<file path="src/rtl/prescale_pkg.sv">
`timescale 1ns/1ps
package prescale_pkg;
  localparam int TRIM_W      = 8;
  localparam int ACCEL_SHIFT = 5;
  typedef logic [TRIM_W-1:0] trim_t;
endpackage

</file>
<file path="src/rtl/prescale_trim_reg.sv">
`timescale 1ns/1ps
// Trim value storage with write protection.
module prescale_trim_reg
  import prescale_pkg::*;
(
  input  logic  clk,
  input  logic  rst_n,
  input  logic  wr_en,
  input  logic  lock,
  input  trim_t wr_data,
  output trim_t value
);
  trim_t trim_q;
  trim_t trim_d;
  logic  load_en;

  always_comb begin
    load_en = wr_en && !lock;
    trim_d  = trim_q;
    if (load_en) trim_d = wr_data;
  end

  always_ff @(posedge clk or negedge rst_n) begin
    if (!rst_n) trim_q <= '0;
    else        trim_q <= trim_d;
  end

  assign value = trim_q;
endmodule

</file>
<file path="src/rtl/prescale_window.sv">
`timescale 1ns/1ps
// Correction window position and the inhibit span at its start.
module prescale_window
  import prescale_pkg::*;
#(
  parameter int WIN_CYCLES = 1015808
) (
  input  logic  clk,
  input  logic  rst_n,
  input  logic  restart,
  input  logic  bypass,
  input  trim_t trim,
  output logic  inhibit
);
  localparam int CNT_W = $clog2(WIN_CYCLES);
  localparam logic [CNT_W-1:0] LAST_POS = CNT_W'(WIN_CYCLES - 1);

  logic [CNT_W-1:0] pos_q;
  logic [CNT_W-1:0] pos_d;
  logic [CNT_W-1:0] trim_ext;

  always_comb begin
    trim_ext = {{(CNT_W-TRIM_W){1'b0}}, trim};
    if (restart)               pos_d = '0;
    else if (pos_q == LAST_POS) pos_d = '0;
    else                       pos_d = pos_q + 1'b1;
    inhibit = !bypass && (pos_q < trim_ext);
  end

  always_ff @(posedge clk or negedge rst_n) begin
    if (!rst_n) pos_q <= '0;
    else        pos_q <= pos_d;
  end
endmodule

</file>
<file path="src/rtl/prescale_fracdiv.sv">
`timescale 1ns/1ps
// Phase-accumulator divider producing the tick and the calibration wave.
module prescale_fracdiv
  import prescale_pkg::*;
#(
  parameter int OSC_HZ  = 32768,
  parameter int TICK_HZ = 100,
  parameter int ACC_W   = 17
) (
  input  logic             clk,
  input  logic             rst_n,
  input  logic             restart,
  input  logic             advance,
  input  logic             accel,
  input  logic             tune,
  output logic             tick,
  output logic             cal,
  output logic [ACC_W-1:0] phase
);
  localparam logic [ACC_W-1:0] MODULUS = ACC_W'(OSC_HZ);
  localparam logic [ACC_W-1:0] STEP_N  = ACC_W'(TICK_HZ);
  localparam logic [ACC_W-1:0] STEP_A  = ACC_W'(TICK_HZ << ACCEL_SHIFT);
  localparam logic [ACC_W-1:0] DUTY    = ACC_W'(OSC_HZ / 5);

  logic [ACC_W-1:0] acc_q, acc_d, sum;
  logic             tick_q, tick_d, wrap;

  always_comb begin
    sum    = acc_q + (accel ? STEP_A : STEP_N);
    wrap   = (sum >= MODULUS);
    acc_d  = acc_q;
    tick_d = 1'b0;
    if (restart) begin
      acc_d = '0;
    end else if (advance) begin
      acc_d  = wrap ? (sum - MODULUS) : sum;
      tick_d = wrap;
    end
  end

  always_ff @(posedge clk or negedge rst_n) begin
    if (!rst_n) begin
      acc_q  <= '0;
      tick_q <= 1'b0;
    end else begin
      acc_q  <= acc_d;
      tick_q <= tick_d;
    end
  end

  assign tick  = tick_q;
  assign cal   = tune && (acc_q < DUTY);
  assign phase = acc_q;
endmodule

</file>
<file path="src/rtl/trim_prescaler.sv">
`timescale 1ns/1ps
module trim_prescaler
  import prescale_pkg::*;
#(
  parameter int OSC_HZ     = 32768,
  parameter int TICK_HZ    = 100,
  parameter int WIN_CYCLES = 1015808
) (
  input  logic       clk_osc,
  input  logic       rst_n,
  input  logic       restart,
  input  logic       trim_we,
  input  logic [7:0] trim_wdata,
  input  logic       set_lock,
  input  logic       test_accel,
  input  logic       test_notrim,
  input  logic       tune_mode,
  output logic       tick,
  output logic       cal_out,
  output logic [7:0] trim_value
);
  localparam int ACC_W = $clog2(OSC_HZ + (TICK_HZ << ACCEL_SHIFT)) + 1;

  trim_t            trim_cur;
  logic             inhibit;
  logic             advance;
  logic [ACC_W-1:0] phase;

  prescale_trim_reg u_trim (
    .clk(clk_osc), .rst_n(rst_n), .wr_en(trim_we), .lock(set_lock),
    .wr_data(trim_wdata), .value(trim_cur)
  );

  prescale_window #(.WIN_CYCLES(WIN_CYCLES)) u_win (
    .clk(clk_osc), .rst_n(rst_n), .restart(restart), .bypass(test_notrim),
    .trim(trim_cur), .inhibit(inhibit)
  );

  assign advance = !inhibit;

  prescale_fracdiv #(.OSC_HZ(OSC_HZ), .TICK_HZ(TICK_HZ), .ACC_W(ACC_W)) u_div (
    .clk(clk_osc), .rst_n(rst_n), .restart(restart), .advance(advance),
    .accel(test_accel), .tune(tune_mode), .tick(tick), .cal(cal_out),
    .phase(phase)
  );

  assign trim_value = trim_cur;
endmodule

</file>
<file path="config.mk">
export PLATFORM = sky130hd
export DESIGN_NAME = trim_prescaler
export DESIGN_NICKNAME = d
export VERILOG_FILES = /design/src/rtl/prescale_pkg.sv /design/src/rtl/prescale_trim_reg.sv /design/src/rtl/prescale_window.sv /design/src/rtl/prescale_fracdiv.sv /design/src/rtl/trim_prescaler.sv
export SDC_FILE = /design/constraint.sdc
export NUM_CORES = 1
export LEC_CHECK = 0
export BUFFER_PORTS_ARGS = -buffer_cell sky130_fd_sc_hd__clkbuf_2
export CAP_MARGIN = 0
export CORE_MARGIN = 2
export CORE_UTILIZATION = 45
export DETAILED_ROUTE_END_ITERATION = 10
export SYNTH_ARGS = -nofsm -noshare
export SYNTH_HDL_FRONTEND = slang
export SYNTH_HIERARCHICAL = 1
export SYNTH_SLANG_ARGS = --single-unit
</file>
<file path="constraint.sdc">
create_clock -name clk_osc -period 3.95 [get_ports clk_osc]
set_clock_uncertainty 0.1 [all_clocks]
set_input_delay 0 -clock clk_osc [delete_from_list [all_inputs] [get_ports clk_osc]]
set_output_delay 0 -clock clk_osc [all_outputs]
set_load 0.03 [all_outputs]
</file>
==> out/metrics.yaml, run 1 <==
floorplan:
  core_um2: 6280
  die_h_um: 84.3
  die-area_um2: 7100
  num_rows: 29
  initial_core_util_pct: 46.2
  ios: 26
  die_x_um: 84.3
global_routing:
  grt_pass1_wl_um: 9840
  globalRouteMet1Util_pct: 22.6
  gr-usage-met2_pct: 27.8
  antenna_found_initial: 0
  overflow: 0
  grt_util_all_layers_pct: 17.0
  grt_max_degree: 45
  grt_pass1_vias: 2144
  busiest_layer: "met2"
  met3_usage_pct: 3.05
clocking:
  cts_tree: "done"
  clock_latency_ns: 0.29
  cts_root_buffer: "clkbuf_8"
  cts_made_buffers: 5
  clkTransAtPathRegs_ns: 0.08
  clockBufferDepth: 2
  htree_levels: 2
  cts_sinks: 44
  postCtsSetupBuffers: 0
  cts_resized: 0
hold_path:
  hold_path_class: "in2reg"
drt:
  dr_total_vias: 2277
  wl_per_cell_um: 14.5
  ant_nets: 0
  wl_um: 5880
  routed_via_density: 5.62
  drt_pass1_iterations: 4
  drc: 0
  drtIter0Drc: 100
final_layout:
  fillers: 594
  layout_commonest_cell: "dfrtp_1"
  register_area_um2: 1100
  final_cells: 405
  final_area_um2: 3210
  nets: 360
  drive_gt1_share_pct: 17.4
  num_antenna_cells: 0
  final_cell_mix: "44 x dfrtp_1, 38 x nor2_1, 25 x clkbuf_2"
  utilization_pct: 51.2
  multiInputGateArea_um2: 1650
  syn_to_final_growth_pct: 10.7
power_and_ir_drop:
  leakage_uw: 0.00142
  power_density_nw_per_um2: 327
  worst_ir_drop_vdd_uv: 194
outcome:
  status: "completed"
setup_path:
  path_common_cell: "ha_1"
  critPathCaptureType: "flop"
  worstSetupStartpointType: "flop"
  cp_data_required_time_ns: 4.07
  critPathBufInv: 0
  critPathTopFamily: "compound AO/OA/AOI/OAI gates"
  setup.worst_path.class: "reg2reg"
  path_cells: "ha_1 -> ha_1 -> a31o_2 -> a21oi_1 -> o21ai_1 -> nand3_1 -> xor2_1 -> ha_1 -> nand2_1 -> or3_1 -> a32o_1 -> a21oi_1"
  cp_slowest_cell: "dfrtp_1"
  cp.arrival_ns: 3.42
  slowest_delay_ns: 0.40
  cp_max_fo: 8
timing:
  fin_tns_setup_ns: 0
  slew_headroom_pct: 46.5
  slew_violations: 0
  clock.fmax_mhz: 303
  worst_pin_slew_ns: 0.796
  setup_viol: 0
  hold_viol_final: 0
  fin_crit_sh_pct: 83.5
  rsz0062_at_grt: "false"
  period_needed_ns: 3.30
yosys:
  ys_warn_count: 6
  syn-num-nets: 333
  syn_avg_cell_area_um2: 9.64
  syn_inst: 301
  syn-cell-area_um2: 2900
placement:
  place.detailed.instances: 389
  place_congestion: 0.828
  placed_cell_area_um2: 3040
  io_buffers: 25
  dp_hpwl_um: 4030
job:
  cap_violations: 0
-- timing repair --
item	4_1_cts	5_1_grt
hold endpoints to repair	52	0
hold buffers	9	0
setup endpoints to repair	0	0
-- registers in the layout (all words and copies together) (netlist names) --
signal / count
u_div/tick: 1
u_div/phase: 15
u_trim/value: 8
u_win/pos_q: 20
-- worst register-to-register path, stage by stage, from the launching register on --
cell     delay, ns
dfrtp_1       0.40
ha_1          0.24
ha_1          0.23
a31o_2        0.27
a21oi_1       0.24
o21ai_1       0.19
nand3_1       0.17
xor2_1        0.28
ha_1          0.38
nand2_1       0.07
or3_1         0.32
a32o_1        0.22
a21oi_1       0.11
-- routing by layer --
layer	vias up	part of all wire (%)	wire length [um]
met5	-	0	0
met4	0	2.0	118
met3	14	3.1	181
met2	50	46	2720
met1	1076	49	2860
li1	1137	-	-
-- where the power goes --
group          switching, uW  internal [uW]
Sequential              32.1            478
Clock                    151            121
Combinational            156            114
-- metrics by stage --
stage / setup slack [ns] / hold slack [ns] / power (uW)
3_5_place_dp: 0.749 / 0.0174 / 781
6_report: 0.650 / 0.0140 / 1050
3_3_place_gp: 0.835 / 0.0274 / 779
2_1_floorplan: 0.980 / -0.396 / 715
5_1_grt: 0.508 / 0.00905 / 1110
4_1_cts: 0.730 / 0.00835 / 1060
-- final timing paths --
| check | start | endpoint | slack [ns] | depth (start not counted) |
|---|---|---|---|---|
| max | u_div/phase[2] | u_div/phase[15] | 0.65 | 12 |
| min | set_lock | u_trim/value[1] | 0.01 | 3 |
| max reg2reg | u_div/phase[2] | u_div/phase[15] | 0.65 | 12 |
| min reg2reg | u_win/pos_q[0] | u_win/pos_q[0] | 0.44 | 1 |
| max in group asynchronous | rst_n | u_win/pos_q[3] | 3.15 | 3 |
| min in group asynchronous | rst_n | u_div/tick | 0.21 | 3 |
-- cell type report --
cell class              count  share of cell area, %
flip-flops and latches     44                   34.3
well taps                  77                   3.00
repair buffers             35                   6.93
multi-input cells         225                   51.4
inverters                  17                   1.99
clock buffers               6                   2.26
clock inverters             1                  0.156
(Power assumes the default switching activity.)
==> run 2: changes to the inputs <==
PLACE_DENSITY = 0.65   (was default)
clock period = 2.8 ns   (was 3.95 ns; I/O delays follow)
==> out/metrics.yaml, run 2 (synthesis results as in run 1) <==
clocking:
  clockBufferDepth: 2  # unchanged
  htree_levels: 2  # unchanged
  clock_latency_ns: 0.29  # about the same
  cts_made_buffers: 5  # unchanged
  cts_tree: "done"  # unchanged
  clkTransAtPathRegs_ns: 0.08  # about the same
  cts_root_buffer: "clkbuf_8"  # unchanged
  cts_sinks: 44  # unchanged
drt:
  routed_via_density: 5.61  # was 5.62
  drc: 0  # unchanged
  route.met2.wl_um: 2960  # was 2720 um
  wl_um: 6210  # was 5880 um
  dr_total_vias: 2369  # was 2277
  ant_nets: 0  # unchanged
  drt_pass1_iterations: 4  # unchanged
  wl_per_cell_um: 14.7  # was 14.5 um
  drtIter0Drc: 82  # was 100
  top_layer: "met4"  # unchanged
  wl_met1_um: 2960  # was 2860 um
  routed-wl-met3_um: 197  # was 181 um
setup_path:
  cp_slowest_cell: "dfrtp_1"  # unchanged
  worstSetupStartpointType: "flop"  # unchanged
  cp.arrival_ns: 2.81  # was 3.42 ns
  critPathCaptureType: "flop"  # unchanged
  cp_max_fo: 3  # was 8
  path_cells: "ha_4 -> nand4_1 -> a211oi_2 -> a31o_1 -> nand2_2 -> xnor2_2 -> inv_1 -> ha_2 -> nand2_1 -> or3_1 -> a32o_1 -> a21oi_2"  # was ha_1 -> ha_1 -> a31o_2 -> a21oi_1 -> o21ai_1 -> nand3_1 -> xor2_1 -> ha_1 -> nand2_1 -> or3_1 -> a32o_1 -> a21oi_1
  critPathBufInv: 1  # was 0
  critPathTopFamily: "compound AO/OA/AOI/OAI gates"  # unchanged
  slowest_delay_ns: 0.43  # was 0.40 ns
  cp_data_required_time_ns: 2.92  # was 4.07 ns
  setup.worst_path.class: "reg2reg"  # unchanged
  rrSetupSlack_ns: 0.10  # was 0.65 ns
power_and_ir_drop:
  power_density_nw_per_um2: 455  # was 327 nW/um^2
  total_power_uw: 1560  # was 1050 uW
  worst_ir_drop_vdd_uv: 286  # was 194 uV
  leakage_uw: 0.00151  # was 0.00142 uW
timing:
  worst_pin_slew_ns: 0.822  # was 0.796 ns
  slew_headroom_pct: 45.2  # was 46.5%
  fin_tns_setup_ns: 0  # unchanged
  setup_viol: 0  # unchanged
  fin_crit_sh_pct: 96.3  # was 83.5%
  clock.fmax_mhz: 371  # was 303 MHz
  rsz0062_at_grt: "true"  # was false
  hold_viol_final: 0  # unchanged
  period_needed_ns: 2.70  # was 3.30 ns
  timing.hold.ws_ns: 0.0204  # was 0.0140 ns
  slew_violations: 0  # unchanged
floorplan:
  num_rows: 29  # unchanged
  initial_core_util_pct: 46.2  # unchanged
  die_x_um: 84.3  # unchanged
  die_h_um: 84.3  # unchanged
  ios: 26  # unchanged
  core_um2: 6280  # unchanged
  die-area_um2: 7100  # unchanged
placement:
  place.detailed.instances: 401  # was 389
  placed_cell_area_um2: 3150  # was 3040 um^2
  dp_hpwl_um: 4380  # was 4030 um
  io_buffers: 25  # unchanged
  place_congestion: 0.852  # was 0.828
global_routing:
  grt_pass1_vias: 2365  # was 2144
  grt_pass1_wl_um: 10700  # was 9840 um
  overflow: 0  # unchanged
  grt_max_degree: 32  # was 45
  antenna_found_initial: 0  # unchanged
  grt_util_all_layers_pct: 18.3  # was 17.0%
final_layout:
  final_area_um2: 3430  # was 3210 um^2
  nets: 376  # was 360
  num_antenna_cells: 0  # unchanged
  final_cells: 422  # was 405
  max_flop_register: "u_win/pos_q"  # unchanged
  layout_commonest_cell: "dfrtp_1"  # unchanged
  largest_reg_flops: 20  # unchanged
  syn_to_final_growth_pct: 18.4  # was 10.7%
  drive_gt1_share_pct: 25.2  # was 17.4%
  final_cell_mix: "44 x dfrtp_1, 38 x nor2_1, 25 x clkbuf_2"  # unchanged
hold_path:
  hold_path_class: "in2reg"  # unchanged
job:
  cap_violations: 0  # unchanged
outcome:
  status: "completed"  # unchanged
run 2: cell types whose count changed in the layout (fill, tap and decap cells not counted), moves of 2 or more:
cell / delta
buf_4: +16
ha_1: -5
ha_2: +4
a21oi_1: -2
run 2: path summary, 6_finish.rpt:
path | from | to | cells past startpoint
max | u_div/phase[5] | u_div/phase[15] | 12
max reg2reg | u_div/phase[5] | u_div/phase[15] | 12
max in group asynchronous | rst_n | u_div/phase[2] | 3
min reg2reg | u_win/pos_q[0] | u_win/pos_q[0] | 1
min in group asynchronous | rst_n | u_win/pos_q[4] | 2
min | set_lock | u_trim/value[0] | 3
run 2: worst reg2reg max path: cells and delay by family (launching register included):
kind	cells	cell delay (ns)
buffers and inverters	1	0.07
flip-flops	1	0.43
XOR/XNOR	1	0.15
AND/OR/NAND/NOR	4	0.58
AO/OA/AOI/OAI	4	0.84
adder cells (fa/ha/maj)	2	0.46
run 2: through the flow:
| stage | utilization, % | setup WS, ns |
|---|---|---|
| 2_1_floorplan | - | 0.0130 |
| 3_5_place_dp | 50.1 | 0.0361 |
| 4_1_cts | 53.1 | 0.00832 |
| 5_1_grt | 54.7 | -0.0274 |
| 3_3_place_gp | 50.1 | 0.104 |
| 6_report | 54.7 | 0.104 |
run 2: final cells by class:
cell class | instances | area (um^2)
clock buffer | 7 | 86.3
clock inverter | 1 | 7.51
fill | 581 | 2840
inverter | 17 | 63.8
multi-input combinational | 225 | 1740
sequential | 44 | 1100
tap | 77 | 96.3
timing repair buffer | 51 | 343
run 2: power by group:
group	total, uW	switching [uW]	internal, uW
logic	431	241	190
clock network	413	212	201
registers	718	43.9	674
total	1560	497	1070
run 2: per-layer routing:
metal	track usage, %	vias to the layer above
li1	-	1167
met1	24.6	1152
met2	30.4	42
met3	3.24	8
met4	5.57	0
met5	0	-
run 2: repair_timing:
item,CTS,global route
endpoints found under the setup margin,0,2
buffers inserted,0,4
hold buffers,9,0
gates resized for setup,0,13
hold endpoints to repair,38,0
